`src/rtl/hostnotify_pkg.sv`:
```
package hostnotify_pkg;

    typedef enum logic [2:0] {
        DS_IDLE  = 3'd0,
        DS_BURST = 3'd1,
        DS_WIN   = 3'd2,
        DS_HOLD  = 3'd3,
        DS_GRACE = 3'd4
    } drdy_state_e;

    typedef struct packed {
        logic drdy;
        logic inhibit;
    } line_pair_t;

    function automatic int unsigned cnt_bits(input int unsigned a, input int unsigned b);
        int unsigned m;
        m = (a > b) ? a : b;
        return (m < 1) ? 1 : $clog2(m + 1);
    endfunction

    function automatic line_pair_t decode_lines(input drdy_state_e s);
        line_pair_t l;
        l.drdy    = (s == DS_IDLE) || (s == DS_WIN) || (s == DS_GRACE);
        l.inhibit = (s == DS_WIN) || (s == DS_GRACE);
        return l;
    endfunction

endpackage

```
`src/rtl/hn_change_flag.sv`:
```
module hn_change_flag #(
    parameter int unsigned N_SET = 3
) (
    input  logic             clk,
    input  logic             rst,
    input  logic [N_SET-1:0] set_i,
    input  logic             clear_i,
    output logic             flag_o
);
    logic any_set;

    assign any_set = |set_i;

    always_ff @(posedge clk) begin
        if (rst) begin
            flag_o <= 1'b1;
        end else if (any_set) begin
            flag_o <= 1'b1;
        end else if (clear_i) begin
            flag_o <= 1'b0;
        end
    end
endmodule

```
`src/rtl/hn_drdy_fsm.sv`:
```
module hn_drdy_fsm
    import hostnotify_pkg::*;
#(
    parameter int unsigned HIGH_CYC  = 25000,
    parameter int unsigned GRACE_CYC = 1000
) (
    input  logic        clk,
    input  logic        rst,
    input  logic        burst_active_i,
    input  logic        frame_start_i,
    input  logic        frame_done_i,
    output drdy_state_e state_o
);
    localparam int unsigned CW = cnt_bits(HIGH_CYC, GRACE_CYC);
    localparam logic [CW-1:0] GRACE_L   = CW'(GRACE_CYC);
    localparam logic [CW-1:0] HIGH_LAST = CW'(HIGH_CYC - 1);

    drdy_state_e   state_q, state_n;
    logic [CW-1:0] cnt_q, cnt_n;

    always_comb begin
        state_n = state_q;
        cnt_n   = cnt_q;
        unique case (state_q)
            DS_IDLE: begin
                if (frame_done_i) begin
                    state_n = DS_HOLD;
                end else if (burst_active_i) begin
                    state_n = DS_BURST;
                    cnt_n   = '0;
                end
            end
            DS_BURST: begin
                if (frame_start_i && (cnt_q < GRACE_L)) begin
                    state_n = DS_GRACE;
                end else if (!burst_active_i) begin
                    state_n = DS_WIN;
                    cnt_n   = '0;
                end else if (cnt_q != GRACE_L) begin
                    cnt_n = cnt_q + 1'b1;
                end
            end
            DS_WIN: begin
                if (frame_done_i) begin
                    state_n = DS_HOLD;
                end else if (burst_active_i) begin
                    state_n = DS_BURST;
                    cnt_n   = '0;
                end else if (cnt_q == HIGH_LAST) begin
                    state_n = DS_IDLE;
                end else begin
                    cnt_n = cnt_q + 1'b1;
                end
            end
            DS_HOLD: begin
                if (burst_active_i) begin
                    state_n = DS_BURST;
                    cnt_n   = GRACE_L;
                end
            end
            DS_GRACE: begin
                if (frame_done_i) begin
                    state_n = DS_HOLD;
                end
            end
            default: begin
                state_n = DS_IDLE;
                cnt_n   = '0;
            end
        endcase
    end

    always_ff @(posedge clk) begin
        if (rst) begin
            state_q <= DS_IDLE;
            cnt_q   <= '0;
        end else begin
            state_q <= state_n;
            cnt_q   <= cnt_n;
        end
    end

    assign state_o = state_q;
endmodule

```
`src/rtl/hostnotify_ctrl.sv`:
```
module hostnotify_ctrl
    import hostnotify_pkg::*;
#(
    parameter int unsigned HIGH_CYC  = 25000,
    parameter int unsigned GRACE_CYC = 1000
) (
    input  logic clk,
    input  logic rst,
    input  logic burst_active_i,
    input  logic status_chg_i,
    input  logic cfg_applied_i,
    input  logic reset_evt_i,
    input  logic frame_start_i,
    input  logic frame_done_i,
    output logic change_o,
    output logic drdy_o,
    output logic burst_inhibit_o
);
    localparam int unsigned N_SET = 3;

    drdy_state_e state;
    line_pair_t  lines;

    hn_change_flag #(.N_SET(N_SET)) u_flag (
        .clk     (clk),
        .rst     (rst),
        .set_i   ({reset_evt_i, cfg_applied_i, status_chg_i}),
        .clear_i (frame_done_i),
        .flag_o  (change_o)
    );

    hn_drdy_fsm #(.HIGH_CYC(HIGH_CYC), .GRACE_CYC(GRACE_CYC)) u_fsm (
        .clk            (clk),
        .rst            (rst),
        .burst_active_i (burst_active_i),
        .frame_start_i  (frame_start_i),
        .frame_done_i   (frame_done_i),
        .state_o        (state)
    );

    assign lines           = decode_lines(state);
    assign drdy_o          = lines.drdy;
    assign burst_inhibit_o = lines.inhibit;
endmodule

```
`config.mk`:
```
export PLATFORM = sky130hd
export DESIGN_NAME = hostnotify_ctrl
export DESIGN_NICKNAME = d
export VERILOG_FILES = /design/src/rtl/hostnotify_pkg.sv /design/src/rtl/hn_change_flag.sv /design/src/rtl/hn_drdy_fsm.sv /design/src/rtl/hostnotify_ctrl.sv
export SDC_FILE = /design/constraint.sdc
export NUM_CORES = 1
export LEC_CHECK = 0
export BUFFER_PORTS_ARGS = -buffer_cell sky130_fd_sc_hd__buf_2
export CORE_ASPECT_RATIO = 1.5
export CORE_MARGIN = 3
export CORE_UTILIZATION = 53
export DETAILED_ROUTE_END_ITERATION = 8
export PLACE_DENSITY = 0.75
export SYNTH_ARGS = -nofsm -noshare
export SYNTH_HDL_FRONTEND = slang
export SYNTH_HIERARCHICAL = 1
export SYNTH_SLANG_ARGS = --single-unit
export TNS_END_PERCENT = 20
```
`constraint.sdc`:
```
create_clock -name clk -period 1.95 [get_ports clk]
set_clock_uncertainty 0.1 [all_clocks]
set_input_delay 0.0975 -clock clk [delete_from_list [all_inputs] [get_ports clk]]
set_output_delay 0.0975 -clock clk [all_outputs]
set_load 0.1 [all_outputs]
```
* After elaboration in Yosys (flattened, before gate mapping) *
Cells that the tools add are included.

storage, ports and cells
  register bits = 19
  input port bits = 8

operators by class
  add/subtract/negate cells = 1
  magnitude comparators = 1
  equal/unequal tests = 16
  multiplexer cells = 19
  bitwise logic cells = 1
  reduce and logical (&&, ||, !) cells = 8

operators with widths
  cell                   count
  $mux 15                9
  $pmux 15 s5            1
  $mux 3                 8
  $add 15x1->15 const B  1
  $eq 15x15->1 const B   1
  $lt 15x10->1 const B   1
  $ne 15x10->1 const B   1
  $pmux 3 s5             1
  $ne 2x2->1 const B     6
  $reduce_and 8->1       1
  $eq 3x2->1 const B     2
  $ne 3x2->1 const B     2
  $ne 4x3->1 const B     1
  $reduce_or 4->1        1
  $eq 3x1->1 const B     1
  $eq 3x3->1 const B     1
  $logic_not 3->1        1
  $logic_or 1x1->1       3
  $ne 3x3->1 const B     1
  $reduce_and 3->1       1
  $logic_and 1x1->1      1
  $not 1->1              1

* Longest topological paths before layout *
Gate-level depths: netlist of run 1.

  word-level depth = 5
  mapped depth = 8
  depth with buffers taken out = 7

* Hierarchy *
The synthesis of run 1 kept the hierarchy.

by module, submodules not included
  module           instances  cells an instance  area an instance (um2)
  hn_drdy_fsm      1          161                1313.8
  hn_change_flag   1          4                  35.0
  hostnotify_ctrl  1          3                  17.5

* Least setup slack after synthesis of run 1 *
No wires, ideal clock.

  path type = reg2out
  start point = register u_fsm.state_q[1] (netlist: u_fsm/state_o[1])
  end point = output drdy_o
  arrival time = 1841 ps
  required time = 1752 ps
  setup slack = -89 ps
  stages on the path, launching flop included = 2
  buffers on the path = 0
  cells stage by stage = dfxtp_1 a21oi_1

between the ends
  word-level cells in the longest chain between the ends = 3
  elaborated cells between the ends (all ways) = 5
  classes of those cells = eq/ne (2); reduce/logical (3)

ends and longest elaborated chain
  what                                                  line                   RTL
  from (decl)                                           hn_drdy_fsm.sv:18      drdy_state_e state_q, state_n;
  from (signal assigned)                                hn_drdy_fsm.sv:78      state_q <= state_n;
  $eq 3x2->1 / $logic_not 3->1 (equally long branches)  hostnotify_pkg.sv:24   l.drdy = (s == DS_IDLE) || (s == DS_WIN) || (s == DS_GRACE);
  $logic_or 1x1->1                                      hostnotify_pkg.sv:24
  $logic_or 1x1->1 *                                    hostnotify_pkg.sv:24
  to (decl)                                             hostnotify_ctrl.sv:16  output logic drdy_o,

Every way passes the cells marked *; elsewhere a longest branch is shown, timed or not.

* Worst setup path after layout of run 1 *
  start point = register u_fsm.cnt_q[3]
  end point = register u_fsm.cnt_q[9]

between the ends
  word-level cells in the longest chain between the ends = 5
  elaborated cells between the ends (all ways) = 16
  classes of those cells = add/sub (1); order compare (1); eq/ne (5); mux (7); reduce/logical (2)

ends and longest elaborated chain
  what                        line                                  RTL
  from (decl)                 hn_drdy_fsm.sv:19                     logic [CW-1:0] cnt_q, cnt_n;
  from (signal assigned)      hn_drdy_fsm.sv:79                     cnt_q <= cnt_n;
  $add 15x1->15               hn_drdy_fsm.sv:40, hn_drdy_fsm.sv:52
  $mux 15 (on tied branches)  hn_drdy_fsm.sv:49, hn_drdy_fsm.sv:39
  $mux 15 (on tied branches)  hn_drdy_fsm.sv:46, hn_drdy_fsm.sv:36
  $mux 15 (on tied branches)  hn_drdy_fsm.sv:44, hn_drdy_fsm.sv:34
  $pmux 15 s5                 hn_drdy_fsm.sv:24                     unique case (state_q)

Parallel ways exist; a longest one is shown, timed or not. The select of a mux whose other input is x is not followed.
A chain may end at the register's enable or synchronous reset.

==> results of run 1 <==
==> critical path: cells and delay by family, from the launching register on <==
kind / cells / cell delay (ps)
AOI/OAI and AO/OA: 5 / 1270
DFF: 1 / 380
buffers and inverters: 1 / 170
==> final timing paths <==
path | startpoint | endpoint | slack [ps] | cells after the start
setup reg to reg | u_fsm/cnt_q[3] | u_fsm/cnt_q[9] | -110 | 6
hold / removal | rst | u_fsm/cnt_q[5] | 80 | 3
hold reg to reg | u_flag/flag_o | u_flag/flag_o | 360 | 2
setup / recovery | u_fsm/cnt_q[3] | u_fsm/cnt_q[9] | -110 | 6
==> registers in the layout, indices dropped and copies added (netlist names) <==
signal,count
u_flag/flag_o,1
u_fsm/state_o,3
u_fsm/cnt_q,15
==> power groups by stage <==
stage	clock network (mW)	registers, mW	logic [mW]
after floorplan	0	0.432	0.262
after global placement	0	0.431	0.385
after detailed placement	0	0.432	0.396
after CTS	0.209	0.424	0.403
after global routing	0.231	0.426	0.481
final	0.214	0.423	0.456
==> cell families (layout without fill, tap and decap cells) <==
kind of cell               after synthesis  count (layout)  synth area share
buffers and inverters                   19              68            0.0632
DFF                                     19              19             0.278
and+or+nand+nor                         70              70             0.299
xor gates and xnor gates                 1               1           0.00641
AOI/OAI and AO/OA                       57              57             0.334
adders and majority gates                2               2            0.0183
==> area by class of cell <==
cell class	count	area [µm²]	share of cell area
Clock buffer	4	26.3	0.0136
Inverter	8	30.0	0.0156
Multi-Input combinational cell	130	1020	0.530
Sequential cell	19	402	0.209
Tap cell	23	28.8	0.0149
Timing Repair Buffer	56	418	0.217
==> layout by cell type, fill, tap and decap left out, drive strengths merged, types with 2 or more instances in the layout <==
master       netlist  final
o311ai             5      5
and3               3      3
nand2b             2      2
dlygate4sd3        0      3
nand4              5      5
and3b              3      3
o221a              2      2
inv                8      8
nor2b              2      2
nand3              9      9
a21oi             10     10
clkbuf             3      4
nor4               3      3
nor2              13     13
nand3b             2      2
o31ai              8      8
a211o              2      2
buf                8     53
a211oi             2      2
nor3b              6      6
and4               2      2
a32o               4      4
a41oi              2      2
dfxtp             19     19
ha                 2      2
o21ai              4      4
o211ai             4      4
nor3              10     10
nand2              8      8
==> metal layers <==
layer | share of wire | global-route usage | up-vias
met5 | 0 | 0 | -
met4 | 0.054 | 0.156 | 0
met3 | 0.11 | 0.0579 | 35
met2 | 0.50 | 0.510 | 147
met1 | 0.34 | 0.341 | 782
li1 | - | - | 767
==> repair_timing <==
item	in CTS	in global routing
hold endpoints to repair	1	0
buffers inserted	3	1
hold buffers	3	0
gates resized for setup	13	24
endpoints found under the setup margin	9	16
pin swaps	2	15
==> impl_metrics.json, run 1 <==
{
  "most_numerous_cell_in_the_yosys_netlist": "dfxtp_1",
  "row_count": 21,
  "place_area_mm2": 0.00169,
  "synthTopCellsByArea": "dfxtp_1 28%, o31ai_1 4.4%, a21oi_1 3.7%, nor2_1 3.6%, nor3_1 3.3%",
  "cts_made_buffers": 3,
  "postLayoutSetupSlackWorst_ps": -110,
  "stdcell_area_mm2": 0.00193,
  "clk_network_pwr_share": 0.195,
  "tritoncts": "built",
  "end_kind": "register",
  "power_leakage_nw": 0.705,
  "critical-path-slowest-cell": "dfxtp_2",
  "drt_pass1_iterations": 7,
  "antennaDiodeCount": 0,
  "final_hold_violation_count": 0,
  "final_core_util": 0.823,
  "share_of_flip_flops_with_an_asynchronous_set_or_reset_after_synthesis": 0,
  "report.final.setup_viol": 8,
  "die_w_um": 47.5,
  "postSynthCellCount": 168,
  "routed_wire_length_per_instance_um": 19.7,
  "design.final.nets": 228,
  "violations": "DRC, setup timing",
  "synth_largest_type_area_fraction": 0.278,
  "drc_errors": 1,
  "synth.avg_cell_area_um2": 8.13,
  "total_power_mw": 1.09,
  "p_switching_mw": 0.438,
  "synth_enable_flop_cells": 0,
  "insertion_delay_to_the_later_sink_of_the_worst_skew_pair_ps": 310,
  "hold-worst-slack_ps": 76.1,
  "route.antenna.remaining_nets": 0,
  "htree_levels": 1,
  "dpl.hpwl_mm": 3.16,
  "grt_pass1_vias": 1579,
  "critPathArrivalTime_ps": 2140,
  "grt_max_degree": 16,
  "power_switching_share": 0.400,
  "boundaryPins": 11,
  "layout-drive-gt1-share": 0.410,
  "synth-seq-area-share": 0.278,
  "floorplan.die.height_um": 68.2,
  "grt_antenna_before_repair": 0,
  "dp.cells": 230,
  "power.sequential.fraction": 0.387,
  "timing_worst_slew_pin_value_ps": 551,
  "areaGrowthSynthToFinish_pct": 40.9,
  "totalNegativeSetupSlack_ps": -356,
  "yosys.cell_types.count": 53,
  "powerDensity_mw_per_mm2": 568,
  "clock_tree.buffer_depth": 2,
  "synthesis.yosys.warnings": 6,
  "share_comb_of_total_power": 0.417,
  "rsz0062_at_grt": "yes",
  "maxSlewViolCount": 0,
  "crit_path_cell_trace": "o211ai_1 > o2111a_2 > a211o_1 > buf_6 > o311ai_2 > o31ai_1",
  "dr_total_vias": 1731,
  "finalNonFillerCells": 240,
  "gp_routability_congestion": 0.984,
  "cts.reportedPaths.clkPinSlew_ps": 120,
  "crit_path_start_kind": "register",
  "initial_utilization": 0.584,
  "die_area_mm2": 0.00324,
  "synth-main-ff-cell": "dfxtp_1",
  "detailedRoute.firstIterationViolations": 173,
  "cts-root-buf": "clkbuf_4",
  "placeable_core_region_mm2": 0.00234,
  "outcome": "finished, violations left",
  "min_path_type": "primary input to register",
  "required_ps": 2030,
  "pre_cts_setup_slack_ps": -48.0,
  "synth-seq-cells": 19,
  "clock.fmax_ghz": 0.485,
  "cell_internal_pwr_mw": 0.656,
  "drv.max_cap_violation_count": 0,
  "final_min_period_over_clock_period": 1.06,
  "mappedNetlistNets": 178,
  "wire_length_of_the_first_global_routing_pass_mm": 7.03,
  "wirelength_mm": 4.72,
  "area_of_the_mapped_netlist_mm2": 0.00137,
  "numClockSinks": 19,
  "crit_path_max_incr_delay_ps": 380,
  "fillers": 136,
  "cp_max_fo": 5,
  "timing.slew.headroom": 0.632,
  "vias_per_cell": 7.21,
  "placement.io_buffers": 10,
  "period_minus_slack_ps": 2060,
  "setup_cp_type": "register to register",
  "grt_overflow": 0,
  "grt_usage": 0.301,
  "yosysTopAreaCell": "dfxtp_1",
  "ir_drop_uv": 443,
  "synth.top_cells.by_count": "19 x dfxtp_1, 13 x nor2_1, 10 x a21oi_1"
}
(Power assumes the default switching activity.)
==> inputs of run 2 (changes only) <==
Settings changed: MAX_ROUTING_LAYER set to met4.
==> run 2 against run 1 <==
Compared with the run above:
- sequential cell count unchanged
- maximum frequency down 4.0%
- the flow finishes with violations (setup timing)
- die area unchanged
- combinational power up 5.5%
- power up 3.5%
- via count up 2.5%
- critical path depth up 1
- worst hold slack about the same
==> impl_metrics.json, run 2 (same netlist as run 1, synthesis figures left out) <==
{
  "totalNegativeSetupSlack_ps": -1460,
  "htree_levels": 1,
  "regMostFlops": "u_fsm/cnt_q",
  "min_path_type": "primary input to register",
  "grt_usage": 0.343,
  "wire_length_of_the_first_global_routing_pass_mm": 7.68,
  "placeable_core_region_mm2": 0.00234,
  "wirelength_mm": 5.23,
  "share_comb_of_total_power": 0.425,
  "fillers": 134,
  "setup_cp_type": "register to register",
  "clock_tree.buffer_depth": 2,
  "die_w_um": 47.5,
  "hold_path_end": "u_fsm/cnt_q[5]",
  "placement.io_buffers": 10,
  "design.final.nets": 231,
  "clk_network_pwr_share": 0.198,
  "period_minus_slack_ps": 2150,
  "grt_pass1_vias": 1765,
  "row_count": 21,
  "routed_wire_length_per_instance_um": 21.5,
  "finalNonFillerCells": 243,
  "drc_errors": 0,
  "required_ps": 2070,
  "power_switching_share": 0.410,
  "violations": "setup timing",
  "ir_drop_uv": 392,
  "postLayoutSetupSlackWorst_ps": -196,
  "grt_overflow": 0,
  "cp_max_fo": 4,
  "die_area_mm2": 0.00324,
  "largest_reg_flops": 15,
  "floorplan.die.height_um": 68.2,
  "initial_utilization": 0.584,
  "ff2ff_setup_slack_ps": -200,
  "total_power_mw": 1.13,
  "rr_startpoint": "u_fsm/cnt_q[14]",
  "crit_path_start_kind": "register",
  "ff2ff_path_depth": 7,
  "power_leakage_nw": 0.752,
  "insertion_delay_to_the_later_sink_of_the_worst_skew_pair_ps": 330,
  "rsz0062_at_grt": "yes",
  "layout_commonest_cell": "buf_4",
  "vias_per_cell": 7.30,
  "critical_path.reg2reg.endpoint": "u_fsm/state_o[1]",
  "end_kind": "register",
  "boundaryPins": 11,
  "final_hold_violation_count": 0,
  "hold_path_cell_cnt": 3,
  "dp.cells": 230,
  "final_core_util": 0.851,
  "report.final.setup_viol": 16,
  "multi_input_area_mm2": 0.00105,
  "grt_antenna_before_repair": 0,
  "clock.fmax_ghz": 0.466,
  "pre_cts_setup_slack_ps": -85.6,
  "drt_pass1_iterations": 5,
  "areaGrowthSynthToFinish_pct": 45.7,
  "timing_worst_slew_pin_value_ps": 618,
  "detailedRoute.firstIterationViolations": 144,
  "powerDensity_mw_per_mm2": 568,
  "numClockSinks": 19,
  "power.sequential.fraction": 0.377,
  "drv.max_cap_violation_count": 0,
  "p_switching_mw": 0.464,
  "area.sequential_um2": 397,
  "layout-drive-gt1-share": 0.432,
  "tritoncts": "built",
  "outcome": "finished, violations left",
  "hold_path_startpoint": "rst",
  "critPathArrivalTime_ps": 2270,
  "cts.reportedPaths.clkPinSlew_ps": 120,
  "hold-worst-slack_ps": 75.9,
  "cts-root-buf": "clkbuf_4",
  "cell_internal_pwr_mw": 0.667,
  "grt_max_degree": 16,
  "dr_total_vias": 1775,
  "dpl.hpwl_mm": 3.26,
  "place_area_mm2": 0.00169,
  "cts_made_buffers": 3,
  "timing.slew.headroom": 0.586,
  "antennaDiodeCount": 0,
  "route.antenna.remaining_nets": 0,
  "stdcell_area_mm2": 0.00199,
  "maxSlewViolCount": 0,
  "final_min_period_over_clock_period": 1.10,
  "gp_routability_congestion": 1.01,
  "most-common-layout-cells": "38 x buf_4, 13 x nor2_1, 10 x buf_2, 10 x dfxtp_1, 9 x a21oi_1"
}
[run 2: how the worst max path moves through the flow]
stage                          start          endpoint  slack, ps
detailed placement    u_fsm/cnt_q[0]   u_fsm/cnt_q[11]        -90
global route         u_fsm/cnt_q[14]  u_fsm/state_o[1]       -320
global placement      u_fsm/cnt_q[0]   u_fsm/cnt_q[10]        -40
finish               u_fsm/cnt_q[14]  u_fsm/state_o[1]       -200
CTS                   u_fsm/cnt_q[0]   u_fsm/cnt_q[14]        -10
floorplan           u_fsm/state_o[0]    u_fsm/cnt_q[8]          2
[run 2: power by group through the flow]
stage,clock network (mW),registers [mW],logic [mW]
2_1_floorplan,0,0.432,0.262
3_3_place_gp,0,0.431,0.382
3_5_place_dp,0,0.432,0.391
4_1_cts,0.218,0.424,0.408
5_1_grt,0.239,0.429,0.505
6_report,0.224,0.426,0.481
[run 2: cell type report]
type	instances	area share
Multi-Input combinational cell	130	0.527
Tap cell	23	0.0145
Inverter	8	0.0176
Clock buffer	4	0.0132
Sequential cell	19	0.199
Timing Repair Buffer	59	0.229
[run 2: layer usage]
layer / track usage / share of wire / up-vias
li1: - / - / 767
met1: 0.339 / 0.34 / 817
met2: 0.564 / 0.50 / 149
met3: 0.0974 / 0.11 / 42
met4: 0.221 / 0.058 / 0
met5: - / 0 / -
[run 2: critical path, cell delays in order, from the launching register on]
cell and delay (ps):
dfxtp_1 420, nor4bb_1 330, nand4_1 280, buf_4 220, buf_4 120, o21bai_1 160
a21oi_1 170, o221a_1 240
[run 2: what timing repair did]
action | 4_1_cts | 5_1_grt
setup endpoints to repair | 15 | 15
hold endpoints to repair | 1 | 0
gates resized for setup | 14 | 32
cloned | 0 | 0
pin swaps | 10 | 11
hold buffers | 3 | 0
setup buffers | 4 | 2
==> inputs of run 3 (changes only) <==
Settings changed: CTS_BUF_LIST set to sky130_fd_sc_hd__clkbuf_16, GPL_ROUTABILITY_DRIVEN set to 0.
==> run 3 against run 2 <==
Compared with the run above:
- sequential cell count stayed put
- highest routed layer unchanged
- first-iteration DRC count rose by 100%
- power grew 22%
- sequential power barely moved
- non-clock buffer count is 2 lower
- via count grew 10%
- the run still ends with setup timing left
==> impl_metrics.json, run 3 (same netlist as run 1, synthesis figures left out) <==
{
  "outcome": "finished, violations left",
  "violations": "setup timing",
  "die_w_um": 47.5,
  "total_power_mw": 1.38,
  "grt_usage": 0.336,
  "antennaDiodeCount": 0,
  "launching_element_of_the_worst_setup_path": "u_fsm/cnt_q[14]",
  "cp_max_fo": 7,
  "areaGrowthSynthToFinish_pct": 53.2,
  "initial_utilization": 0.584,
  "cpMostUsedCell": "buf_6",
  "wirelength_mm": 6.41,
  "report.final.setup_viol": 16,
  "routed_wire_length_per_instance_um": 26.6,
  "largest_reg_flops": 15,
  "floorplan.die.height_um": 68.2,
  "regMostFlops": "u_fsm/cnt_q",
  "hold_path_startpoint": "rst",
  "dr_total_vias": 1955,
  "dpl.hpwl_mm": 3.33,
  "vias_per_cell": 8.11,
  "design.final.nets": 229,
  "rr_startpoint": "u_fsm/cnt_q[14]",
  "boundaryPins": 11,
  "drv.max_cap_violation_count": 0,
  "cts-root-buf": "clkbuf_16",
  "ir_drop_uv": 580,
  "grt_max_degree": 17,
  "numClockSinks": 19,
  "grt_antenna_before_repair": 0,
  "drc_errors": 0,
  "insertion_delay_to_the_later_sink_of_the_worst_skew_pair_ps": 260,
  "wire_length_of_the_first_global_routing_pass_mm": 7.65,
  "postLayoutSetupSlackWorst_ps": -183,
  "timing_worst_slew_pin_value_ps": 721,
  "timing.slew.headroom": 0.519,
  "row_count": 21,
  "drt_pass1_iterations": 5,
  "final_hold_violation_count": 0,
  "rsz0062_at_grt": "yes",
  "end_kind": "register",
  "crit_path_cell_trace": "nor4bb_4 > nand4_1 > o32ai_2 > buf_6 > buf_6 > o311ai_4 > o31ai_1",
  "totalNegativeSetupSlack_ps": -1310,
  "layout_commonest_cell": "buf_4",
  "tritoncts": "built",
  "placeable_core_region_mm2": 0.00234,
  "dp.cells": 229,
  "clock.fmax_ghz": 0.469,
  "grt_pass1_vias": 1736,
  "final_min_period_over_clock_period": 1.09,
  "critical-path-slowest-cell": "o32ai_2",
  "die_area_mm2": 0.00324,
  "detailedRoute.firstIterationViolations": 294,
  "period_minus_slack_ps": 2130,
  "pre_cts_setup_slack_ps": -109,
  "grt_overflow": 0,
  "crit_path_start_kind": "register",
  "maxSlewViolCount": 0,
  "cts_made_buffers": 3,
  "cts.reportedPaths.clkPinSlew_ps": 60,
  "htree_levels": 1,
  "route.antenna.remaining_nets": 0,
  "setup_cp_type": "register to register",
  "clock_tree.buffer_depth": 2,
  "crit_path_max_incr_delay_ps": 380,
  "most-common-layout-cells": "35 x buf_4, 13 x nor2_1, 10 x buf_2",
  "fillers": 90,
  "hold-worst-slack_ps": 156,
  "critPathArrivalTime_ps": 2180,
  "required_ps": 2000,
  "powerDensity_mw_per_mm2": 659,
  "min_path_type": "primary input to register",
  "finalNonFillerCells": 241,
  "power_leakage_nw": 0.755,
  "layout-drive-gt1-share": 0.440,
  "placement.io_buffers": 10
}
## run 3: cell types whose count changed in the layout (fill, tap and decap cells not counted), sizes merged
cell and delta:
clkbuf -1, buf -2, clkinv +1
## run 3: layout make-up
| type | count | area, µm² | share of cell area |
|---|---|---|---|
| clock buffer | 3 | 75.1 | 0.0359 |
| clock inverter | 1 | 5.00 | 0.00239 |
| inverter | 8 | 30.0 | 0.0143 |
| multi-input combinational | 130 | 1100 | 0.525 |
| sequential | 19 | 407 | 0.194 |
| tap | 23 | 28.8 | 0.0137 |
| timing repair buffer | 57 | 448 | 0.214 |
## run 3: timing repair
item,in CTS,in global routing
setup endpoints to repair,15,15
buffers inserted,3,3
resized for setup,20,35
hold buffers,3,0
gates cloned,0,0
pin swaps,12,12
hold endpoints to repair,1,0
## run 3: critical path, delay by kind of cell (launching register included)
family                 cells  cell delay (ps)
buffers and inverters      2              340
DFF                        1              370
and+or+nand+nor            2              590
AOI/OAI and AO/OA          3              600
## run 3: path summary, 6_finish.rpt
kind | end | slack (ps) | cells past startpoint
max | u_fsm/cnt_q[9] | -180 | 7
max reg2reg | u_fsm/cnt_q[9] | -180 | 7
min reg2reg | u_flag/flag_o | 380 | 2
min | u_fsm/cnt_q[3] | 160 | 2
## run 3: power by group
part | internal, mW | leakage (nW) | switching [mW]
Combinational | 0.188 | 0.553 | 0.333
Sequential | 0.400 | 0.161 | 0.0268
Clock | 0.275 | 0.0409 | 0.157
Total | 0.864 | 0.755 | 0.517
## run 3: metal layers
layer  vias to the layer above  share of wire  global-route usage
met5                         -              0                   -
met4                         0          0.096               0.204
met3                        86           0.11              0.0500
met2                       209           0.46               0.582
met1                       895           0.33               0.337
li1                        765              -                   -
## run 3: metrics by stage
stage	area, µm²	util
3_5_place_dp	1690	0.721
4_1_cts	1890	0.807
6_report	2090	0.895
5_1_grt	2090	0.895
2_1_floorplan	1370	-
3_3_place_gp	1690	0.721
